File: src/rtl/vaw_pkg.sv
package vaw_pkg;

    typedef enum logic [1:0] {
        GEOM_20K = 2'd0,
        GEOM_16K = 2'd1,
        GEOM_10K = 2'd2,
        GEOM_8K  = 2'd3
    } geom_e;

    // Region size in units of one high-bit step (2K bytes by default).
    function automatic int geom_units(input geom_e g);
        int u;
        unique case (g)
            GEOM_20K: u = 10;
            GEOM_16K: u = 8;
            GEOM_10K: u = 5;
            GEOM_8K:  u = 4;
            default:  u = 10;
        endcase
        return u;
    endfunction

endpackage

File: src/rtl/vaw_fold_const.sv
module vaw_fold_const
    import vaw_pkg::*;
#(
    parameter int HI_W = 4
) (
    input  logic [1:0]      geom_sel,
    output logic [HI_W-1:0] fold_k
);
    localparam int MODV = 1 << HI_W;

    geom_e geom;
    int    units;

    always_comb begin
        geom   = geom_e'(geom_sel);
        units  = geom_units(geom);
        fold_k = HI_W'((MODV - units) % MODV);
    end

    // constant plus region units is a whole multiple of the high-bit span
    always_comb begin
        assert_fold_const_R3: assert (((int'(fold_k) + units) % MODV) == 0)
            else $error("fold constant mismatch for geometry %0d", geom_sel);
    end

endmodule

File: src/rtl/vaw_hi_adder.sv
module vaw_hi_adder #(
    parameter int W = 4
) (
    input  logic [W-1:0] a,
    input  logic [W-1:0] b,
    output logic [W-1:0] sum
);
    logic [W-1:0] cin;

    assign cin[0] = 1'b0;

    for (genvar g = 0; g < W; g++) begin : g_bit
        assign sum[g] = a[g] ^ b[g] ^ cin[g];
        if (g < W - 1) begin : g_carry
            assign cin[g+1] = (a[g] & b[g]) | (cin[g] & (a[g] ^ b[g]));
        end
    end

    // ripple chain matches modular addition of the high field
    always_comb begin
        assert_hi_sum_R2: assert (sum == W'(a + b))
            else $error("high-field adder result wrong");
    end

endmodule

File: src/rtl/vaw_bitmap_map.sv
module vaw_bitmap_map
    import vaw_pkg::*;
#(
    parameter int MA_W   = 14,
    parameter int RA_W   = 3,
    parameter int RAM_AW = 15,
    parameter int HI_W   = 4
) (
    input  logic [MA_W-2:0]   ma_lin,
    input  logic [RA_W-1:0]   row_line,
    input  logic [1:0]        geom_sel,
    output logic [RAM_AW-1:0] addr
);
    localparam int LIN_W  = MA_W - 1 + RA_W;
    localparam int HI_LSB = RAM_AW - HI_W;
    localparam int TOP    = 1 << RAM_AW;

    logic [LIN_W-1:0] lin;
    logic             over;
    logic [HI_W-1:0]  fold_k;
    logic [HI_W-1:0]  add_k;
    logic [HI_W-1:0]  hi_sum;

    assign lin   = {ma_lin, row_line};
    assign over  = lin[RAM_AW];
    assign add_k = over ? fold_k : '0;

    vaw_fold_const #(.HI_W(HI_W)) u_const (
        .geom_sel (geom_sel),
        .fold_k   (fold_k)
    );

    vaw_hi_adder #(.W(HI_W)) u_add (
        .a   (lin[RAM_AW-1 -: HI_W]),
        .b   (add_k),
        .sum (hi_sum)
    );

    assign addr = {hi_sum, lin[HI_LSB-1:0]};

    int size_b;
    always_comb size_b = geom_units(geom_e'(geom_sel)) << HI_LSB;

    always_comb begin
        // below the RAM top the linear address passes untouched
        if (!over) begin
            assert_no_fold_R1: assert (addr == lin[RAM_AW-1:0])
                else $error("unfolded address altered");
        end
        // folding never touches the bits below the high field
        assert_low_kept_R2: assert (addr[HI_LSB-1:0] == lin[HI_LSB-1:0])
            else $error("low address bits altered");
        // a fold of an address just past the top lands inside the region
        if (over && (int'(lin) < TOP + size_b)) begin
            assert_in_region_R6: assert ((int'(addr) >= TOP - size_b) && (int'(addr) < TOP))
                else $error("folded address outside display region");
        end
    end

endmodule

File: src/rtl/vaw_ttx_map.sv
module vaw_ttx_map #(
    parameter int RAM_AW = 15,
    parameter int TTX_AW = 10
) (
    input  logic [TTX_AW-1:0] ma_low,
    output logic [RAM_AW-1:0] addr
);
    assign addr = {{(RAM_AW - TTX_AW){1'b1}}, ma_low};
endmodule

File: src/rtl/vid_addr_wrap.sv
module vid_addr_wrap #(
    parameter int MA_W   = 14,
    parameter int RA_W   = 3,
    parameter int RAM_AW = 15,
    parameter int HI_W   = 4,
    parameter int TTX_AW = 10
) (
    input  logic [MA_W-1:0]   char_addr,
    input  logic [1:0]        geom_sel,
    input  logic [RA_W-1:0]   row_line,
    output logic [RAM_AW-1:0] ram_addr
);
    localparam int WIN_W = RAM_AW - TTX_AW;

    logic              ttx_on;
    logic [RAM_AW-1:0] bm_addr;
    logic [RAM_AW-1:0] tx_addr;

    assign ttx_on = char_addr[MA_W-1];

    vaw_bitmap_map #(
        .MA_W   (MA_W),
        .RA_W   (RA_W),
        .RAM_AW (RAM_AW),
        .HI_W   (HI_W)
    ) u_bitmap (
        .ma_lin   (char_addr[MA_W-2:0]),
        .row_line (row_line),
        .geom_sel (geom_sel),
        .addr     (bm_addr)
    );

    vaw_ttx_map #(
        .RAM_AW (RAM_AW),
        .TTX_AW (TTX_AW)
    ) u_ttx (
        .ma_low (char_addr[TTX_AW-1:0]),
        .addr   (tx_addr)
    );

    always_comb begin
        unique case (ttx_on)
            1'b1:    ram_addr = tx_addr;
            default: ram_addr = bm_addr;
        endcase
    end

    always_comb begin
        // teletext layout stays in the top window of RAM
        if (ttx_on) begin
            assert_ttx_window_R4: assert ((ram_addr[RAM_AW-1 -: WIN_W] == {WIN_W{1'b1}})
                                          && (ram_addr[TTX_AW-1:0] == char_addr[TTX_AW-1:0]))
                else $error("teletext address outside top window");
        end
    end

endmodule

File: config.mk
export PLATFORM = sky130hd
export DESIGN_NAME = vid_addr_wrap
export DESIGN_NICKNAME = d
export VERILOG_FILES = /design/src/rtl/vaw_pkg.sv /design/src/rtl/vaw_fold_const.sv /design/src/rtl/vaw_hi_adder.sv /design/src/rtl/vaw_bitmap_map.sv /design/src/rtl/vaw_ttx_map.sv /design/src/rtl/vid_addr_wrap.sv
export SDC_FILE = /design/constraint.sdc
export NUM_CORES = 1
export LEC_CHECK = 0
export CORE_AREA = 2 2 39 41
export DETAILED_ROUTE_END_ITERATION = 7
export DIE_AREA = 0 0 41 43
export GPL_TIMING_DRIVEN = 0
export PLACE_DENSITY_LB_ADDON = 0.2
export REMOVE_ABC_BUFFERS = 1
export SYNTH_ARGS = -nofsm -noshare
export SYNTH_HDL_FRONTEND = slang
export SYNTH_SLANG_ARGS = --single-unit
File: constraint.sdc
create_clock -name vclk -period 3.2
set_input_delay 0.48 -clock vclk [all_inputs]
set_output_delay 0.48 -clock vclk [all_outputs]
set_load 0.05 [all_outputs]
## Yosys cells after proc, flatten, opt, wreduce, memory -nomap -nowiden

Index checks and enable logic that the tools add are counted.

| cells by class | value |
|---|---|
| eq/ne operators | 3 |
| muxes and demuxes | 3 |
| bitwise logic cells | 14 |
| add/sub/neg operators | 1 |
| reduce and logical (&&, ||, !) cells | 1 |

Operators by type and width:

| operator | count |
|---|---|
| case mux 4 bit (4 select lines) | 1 |
| two-way mux 15 bit | 1 |
| bitwise XOR 1 bit | 7 |
| AND 1 bit | 5 |
| == test 2 bit, second input constant | 2 |
| two-way mux 4 bit | 1 |
| subtractor 1 x 4 -> 4 bit, first input constant | 1 |
| == test 2 x 1 -> 1 bit, second input constant | 1 |
| logical NOT 2 bit | 1 |
| bitwise OR 1 bit | 2 |

| word-level totals | value |
|---|---|
| output and inout port bits | 15 |
| bits of input ports | 19 |
| bits in registers | 0 |
| word-level logic and storage cells | 22 |

## Depth between registers and ports, before layout

Gate-level depths: netlist (run 1).

| logic depth | value |
|---|---|
| word-level depth | 11 |
| depth in mapped cells | 11 |
| mapped depth without buffers | 11 |

## Modules after synthesis

Synthesis (run 1) repeated with hierarchy kept, for this count alone.

| second synthesis, totals | value |
|---|---|
| cell total of the unflattened synthesis | 60 |
| area, all modules | 599.3 um2 |

By module, submodules not included:

| module | cells an instance | area each (um2) | seq. area each (um2) | instances |
|---|---|---|---|---|
| vid_addr_wrap | 17 | 237.7 | 0.0 | 1 |
| vaw_ttx_map | 16 | 116.4 | 0.0 | 1 |
| vaw_bitmap_map | 15 | 107.6 | 0.0 | 1 |
| vaw_hi_adder | 4 | 76.3 | 0.0 | 1 |
| vaw_fold_const | 8 | 61.3 | 0.0 | 1 |

## Worst setup path after synthesis (run 1)

No wires, ideal clock.

| timing path | value |
|---|---|
| kind | input -> output |
| start | input geom_sel[0] |
| end | output ram_addr[14] |
| buffers on the path | 0 |
| stages | 11 |
| arrival | 2.308 ns |
| setup slack | 0.412 ns |
| required time | 2.720 ns |
| cell sequence | inv_1 ha_1 and2_1 ha_1 inv_1 fa_1 inv_1 fa_1 xor2_1 xnor2_1 nand2b_1 |

| on the way | value |
|---|---|
| longest elaborated chain between the ends | 11 |
| elaborated cells on any way between the ends | 19 |
| classes of those cells | add/sub: 1; eq/ne: 3; mux: 3; bitwise: 11; reduce/logical: 1 |

Ends and longest elaborated chain:

| item | RTL line | RTL |
|---|---|---|
| start, declared | vid_addr_wrap.sv:9 | `input logic [1:0] geom_sel,` |
| == test 2 bit (tied with other cells) | n/a |  |
| case mux 4 bit (4 select lines) * | n/a |  |
| subtractor 1 x 4 -> 4 bit * | vaw_fold_const.sv:17 | `fold_k = HI_W'((MODV - units) % MODV);` |
| two-way mux 4 bit * | vaw_bitmap_map.sv:26 | `assign add_k = over ? fold_k : '0;` |
| AND 1 bit or bitwise XOR 1 bit (tied branches) | vaw_hi_adder.sv:15 | `assign cin[g+1] = (a[g] & b[g]) \| (cin[g] & (a[g] ^ b[g]));` |
| AND 1 bit | vaw_hi_adder.sv:15 |  |
| bitwise OR 1 bit | vaw_hi_adder.sv:15 |  |
| AND 1 bit | vaw_hi_adder.sv:15 |  |
| bitwise OR 1 bit | vaw_hi_adder.sv:15 |  |
| bitwise XOR 1 bit * | vaw_hi_adder.sv:13 | `assign sum[g] = a[g] ^ b[g] ^ cin[g];` |
| two-way mux 15 bit * | vid_addr_wrap.sv:42 | `unique case (ttx_on)` |
| end, declared | vid_addr_wrap.sv:11 | `output logic [RAM_AW-1:0] ram_addr` |

Mark *: on every way between the ends. The rest lies on a longest branch, timed or not.

## Worst setup path in the final report (run 1)

| timing path | value |
|---|---|
| start | input geom_sel[0] |
| end | output ram_addr[13] |

| on the way | value |
|---|---|
| longest elaborated chain between the ends | 9 |
| elaborated cells on any way between the ends | 15 |
| classes of those cells | add/sub: 1; eq/ne: 3; mux: 3; bitwise: 7; reduce/logical: 1 |

Ends and longest elaborated chain:

| item | RTL line |
|---|---|
| == test 2 bit (tied with other cells) | n/a |
| case mux 4 bit (4 select lines) * | n/a |
| subtractor 1 x 4 -> 4 bit * | vaw_fold_const.sv:17 |
| two-way mux 4 bit * | vaw_bitmap_map.sv:26 |
| AND 1 bit or bitwise XOR 1 bit (tied branches) | vaw_hi_adder.sv:15 |
| AND 1 bit | vaw_hi_adder.sv:15 |
| bitwise OR 1 bit | vaw_hi_adder.sv:15 |
| bitwise XOR 1 bit * | vaw_hi_adder.sv:13 |
| two-way mux 15 bit * | vid_addr_wrap.sv:42 |

Marked as above.

==> run metrics, run 1 <==
Placer Congestion=between 0.6 and 0.7; initial antenna violation count=0; Die Area=between 1500 and 2000 µm²; critical path arrival=2.66 ns; final wirelength=about 770 µm; min Tclk post-route=3.14 ns; Final #Nets=a little over 90; # diodes=0; worst min path class=in2out; adder-cell share of the synthesized area=0.232; post-route ant nets=0; Final Hold Violating Endpoints=0; Max rail drop VDD=around 0.082 mV; Site Rows=14; final std cell area, no fill=just over 700 µm²; Sequential Area=0 µm²; crit path max fanout=2; first-pass GRT wire length=about 950 µm; # clk buffers=0; Post-Synth XOR/XNOR Area=0.0787; Die Wd=~41 µm; die span in y=43 µm; Top-Level Pins=34; Compound-Gate Fraction of Synth Area=0; wire per inst=between 9 and 10 µm; commonest non-fill, non-tap cell in the layout=clkdlybuf4s50_1; CP Class=in2out; max-slew violations=0; max cap viols=0; simple-gate share of the synthesized area=0.161; largest family of logic cells by synthesized area=multiplexers; Slew @ Worst Pin=roughly 0.64 ns; fmax=319 MHz; pin count of the biggest net entering global routing=16; period utilisation layout=0.980; Hold Worst Slack=roughly 1.8 ns; Synth Warn #=0; Netlist cell types=15; mux cell area share after synthesis=0.393; post-synthesis cell area=between 300 and 400 µm²; seq_cells=0; GRT Overall Usage=0.0691; drt first pass iters=2; initial DRC count=1; Leakage Power=between 0.3 and 0.4 nW; total grt overflow=0; Post-Synthesis Cells=34; status=finished, final reports clean; vias in the first global route=263; P per Cell Area=around 220 nW/µm²; top post-synthesis cells by area=mux2_4 (22%), mux2_2 (17%), fa_1 (12%), ha_1 (11%), inv_1 (5.6%); hpwl dp=roughly 610 µm; ratio of cells with drive above 1 in the final layout=0.303; Avg Synthesized Cell Area=between 9 and 10 µm²; Placeable Area=1380 µm²; RSZ-0062 raised after global routing=true; hold_buf cts=0; Area Overhead vs Synth=111%; Max-slew headroom=0.574; post-synth top area share=0.225; post-place instance area=roughly 670 µm²; commonest cells after routing, fill and taps aside=clkdlybuf4s50_1 (30), mux2_4 (5), mux2_2 (5), inv_1 (3); via count=340; Port Buffers=34; Synth area leader=mux2_4; sequential fraction of the synthesis area=0; final number of setup-violating endpoints=0; initial core utilization=0.241; CP endpoint kind=output port; CP startpoint kind=input pin; via/cell ratio=4.15; DRC viols=0; worst path required time=approximately 2.7 ns
==> Yosys cell counts <==
| cell type | instances |
|---|---|
| ha_1 | 3 |
| mux2_4 | 5 |
| nor2b_1 | 2 |
| or2_1 | 2 |
| xor2_1 | 2 |
| and2_1 | 1 |
| mux2_2 | 5 |
| nand2_1 | 1 |
| fa_1 | 2 |
| xnor2_1 | 1 |
| or2_2 | 1 |
| buf_8 | 1 |
| inv_1 | 5 |
| buf_6 | 1 |
| nand2b_1 | 2 |
==> critical path, cell delays in order <==
cell	delay, ns
clkdlybuf4s50_1	0.47
inv_2	0.05
ha_2	0.18
xor2_1	0.14
nand2_1	0.10
fa_2	0.36
inv_2	0.06
fa_2	0.41
or2_4	0.26
buf_8	0.15
==> worst paths after layout <==
kind                  slack (ns)  cells past startpoint      endpoint   startpoint
worst max-delay path        0.06                     10  ram_addr[13]  geom_sel[0]
worst min-delay path        1.76                      7  ram_addr[14]  geom_sel[1]
==> logic make-up (layout without fill, tap and decap cells) <==
group / after synthesis / count (layout)
xor+xnor: 3 / 3
fa+ha+maj: 5 / 5
buf+inv: 7 / 39
mux: 10 / 10
simple gates: 9 / 9
==> final cells by class <==
type                       count  area, µm²
inverter                       5       18.8
tap                           16       20.0
fill                         140        678
multi-input combinational     27        319
timing repair buffer          34        348
==> through the flow <==
step,util,instances,TNS (ns),setup slack [ns],total power (W)
final,0.510,82,0,0.0624,0.000156
after global routing,0.510,82,-0.0604,-0.0323,0.000165
after CTS,0.481,82,-0.0204,-0.0177,0.000149
after detailed placement,0.483,82,-1.26,-0.583,0.000150
after global placement,0.483,82,-1.28,-0.594,0.000149
after floorplan,-,32,0,0.412,0.0000903
==> power by group <==
group | internal, W | leakage, nW | switching (W)
Combinational | 0.0000713 | 0.302 | 0.0000844
Clock | 0 | 0 | 0
Sequential | 0 | 0 | 0
Total | 0.0000713 | 0.302 | 0.0000844
==> timing repair <==
item / in CTS / in global routing
pin swaps: 0 / 3
setup endpoints to repair: 3 / 2
setup buffers: 0 / 0
cloned: 0 / 0
gates resized for setup: 14 / 12
==> metal layers <==
| metal | GRT usage | wire, µm |
|---|---|---|
| met5 | 0 | 0 |
| met4 | 0 | 0 |
| met3 | 0.0157 | 127 |
| met2 | 0.131 | 362 |
| met1 | 0.0767 | 276 |
(Power assumes the default switching activity.)
==> run 2, diff against run 1 <==
- CORE_AREA: 2 2 39 41 -> default
- CORE_UTILIZATION: default -> 41
- DIE_AREA: 0 0 41 43 -> default
- SYNTH_HIERARCHICAL: default -> 1
==> run metrics, run 2 <==
Die Area=1620 µm² (-8.2%); top post-synthesis cells by area=buf_4 (33%), mux2_4 (25%), mux2_2 (9.4%), ha_1 (8.4%), fa_1 (6.7%); Max rail drop VDD=0.124 mV (+51%); Compound-Gate Fraction of Synth Area=0 (unchanged); Site Rows=13 (-1); final wirelength=814 µm (+6.4%); commonest non-fill, non-tap cell in the layout=clkdlybuf4s50_1; Hold Worst Slack=1.84 ns (+0.0758 ns); Leakage Power=0.368 nW (+22%); largest family of logic cells by synthesized area=buffers and inverters; Synth Warn #=6 (+6); post-place instance area=747 µm² (+12%); pin count of the biggest net entering global routing=16 (unchanged); Area Overhead vs Synth=31.9%; first-pass GRT wire length=1180 µm (+25%); Port Buffers=34 (unchanged); Post-Synthesis Cells=60 (+76%); post-synth top area share=0.326 (+0.101); hpwl dp=701 µm (+15%); Worst Path Buf+Inv=2 (-2); Placeable Area=1330 µm² (-3.6%); sequential fraction of the synthesis area=0 (unchanged); min Tclk post-route=3.10 ns (-0.0402 ns); P per Cell Area=222 nW/µm² (+0.63%); max cap viols=0 (unchanged); GRT Overall Usage=0.104 (+0.0349); top-count cell post-synth=buf_4; period utilisation layout=0.968 (-0.0126); Synth area leader=buf_4; Die Wd=40.2 µm (-1.9%); CP top delay family=buffers and inverters; Avg Synthesized Cell Area=9.99 µm² (+1.7%); worst min path class=in2out; final std cell area, no fill=791 µm² (+12%); adder-cell share of the synthesized area=0.150 (-0.0819); wire per inst=9.36 µm (+0.29%); post-route ant nets=0 (unchanged); ratio of cells with drive above 1 in the final layout=0.389 (+0.0859); post-synthesis cell area=599 µm² (+79%); Max-slew headroom=0.437 (-0.136); DRC viols=0 (unchanged); critical path's largest stage delay=1.02 ns (+0.55 ns); initial core utilization=0.449 (+0.208); via/cell ratio=4.18 (+0.91%); Netlist cell types=12 (-3); Final #Nets=99 (+7.6%); Top-Level Pins=34 (unchanged); critical path arrival=2.62 ns (-0.04 ns); # diodes=0 (unchanged); simple-gate share of the synthesized area=0.0418 (-0.119); crit path max fanout=15 (+13); worst path required time=2.72 ns (about the same); final number of setup-violating endpoints=0 (unchanged); Placer Congestion=0.573 (-8.6%); seq_cells=0 (unchanged); CP startpoint kind=input pin; fin util=0.593 (+0.0829); die span in y=40.2 µm (-6.4%); mux cell area share after synthesis=0.344 (-0.0488); initial DRC count=0 (-1); Post-Synth XOR/XNOR Area=0.0543 (-0.0244); Final Hold Violating Endpoints=0 (unchanged); # clk buffers=0 (unchanged); CP Class=in2out; Slew @ Worst Pin=0.841 ns (+0.204 ns); vias in the first global route=294 (+12%); setup slack after layout=0.103 ns (+0.0402 ns); commonest cells after routing, fill and taps aside=clkdlybuf4s50_1 (28), mux2_4 (11), conb_1 (5), mux2_2 (4); fmax=323 MHz (+1.3%); worst-path cell chain=clkdlybuf4s50_1 -> mux2_2 -> clkdlybuf4s50_1; total grt overflow=0 (unchanged); initial antenna violation count=0 (unchanged); max-slew violations=0 (unchanged); Sequential Area=0 µm² (unchanged); status=finished, final reports clean; Worst path slowest cell=clkdlybuf4s50_1; drt first pass iters=1 (-1); via count=364 (+7.1%); Most Frequent Cell on Critical Path=clkdlybuf4s50_1; Synth top cells by count=buf_4 (26), mux2_4 (10), mux2_2 (5); CP endpoint kind=output port; pre-CTS setup slack=-0.786 ns (-0.203 ns); RSZ-0062 raised after global routing=false
## run 2: repair_timing
item                                    4_1_cts  5_1_grt
gates resized for setup                      30        0
endpoints found under the setup margin        3        1
pin swaps                                     3        1
buffers inserted                              2        0
hold buffers                                  0        0
## run 2: routing by layer
| layer | part of all wire | up-vias | global-route usage | wire length (µm) |
|---|---|---|---|---|
| li1 | - | 186 | - | - |
| met1 | 0.35 | 160 | 0.109 | 285 |
| met2 | 0.52 | 18 | 0.222 | 424 |
| met3 | 0.13 | 0 | 0.0167 | 104 |
| met4 | 0 | 0 | 0 | 0 |
| met5 | 0 | - | 0 | 0 |
## run 2: worst paths after layout
check / start / to / cells after the start
worst min-delay path: char_addr[12] / ram_addr[14] / 5
worst max-delay path: char_addr[13] / ram_addr[2] / 3
## run 2: stage by stage
step	instances	TNS (ns)	power (W)
2_1_floorplan	36	0	0.000107
3_5_place_dp	85	-1.75	0.000172
3_3_place_gp	85	-1.60	0.000169
6_report	87	0	0.000176
5_1_grt	87	0	0.000186
4_1_cts	87	0	0.000178
## run 2: logic make-up after synthesis
kind of cell | Yosys count
mux | 15
fa+ha+maj | 6
xor+xnor | 2
simple gates | 4
other cells | 1
buf+inv | 32
## run 2: area by class of cell
cell class | count | area (µm²)
Multi-Input combinational cell | 32 | 402
Timing Repair Buffer | 36 | 355
Tap cell | 15 | 18.8
Inverter | 4 | 15.0
Fill cell | 121 | 543
## run 2: power by group
part / internal (W) / switching [W]
Combinational: 0.0000830 / 0.0000926
Sequential: 0 / 0
Clock: 0 / 0
Total: 0.0000830 / 0.0000926
## run 2: tightest hold or removal path: stages
cell and delay, ns:
dlygate4sd2_1 0.23, and2_1 0.13, xor3_1 0.22, mux2_4 0.15
buf_8 0.13
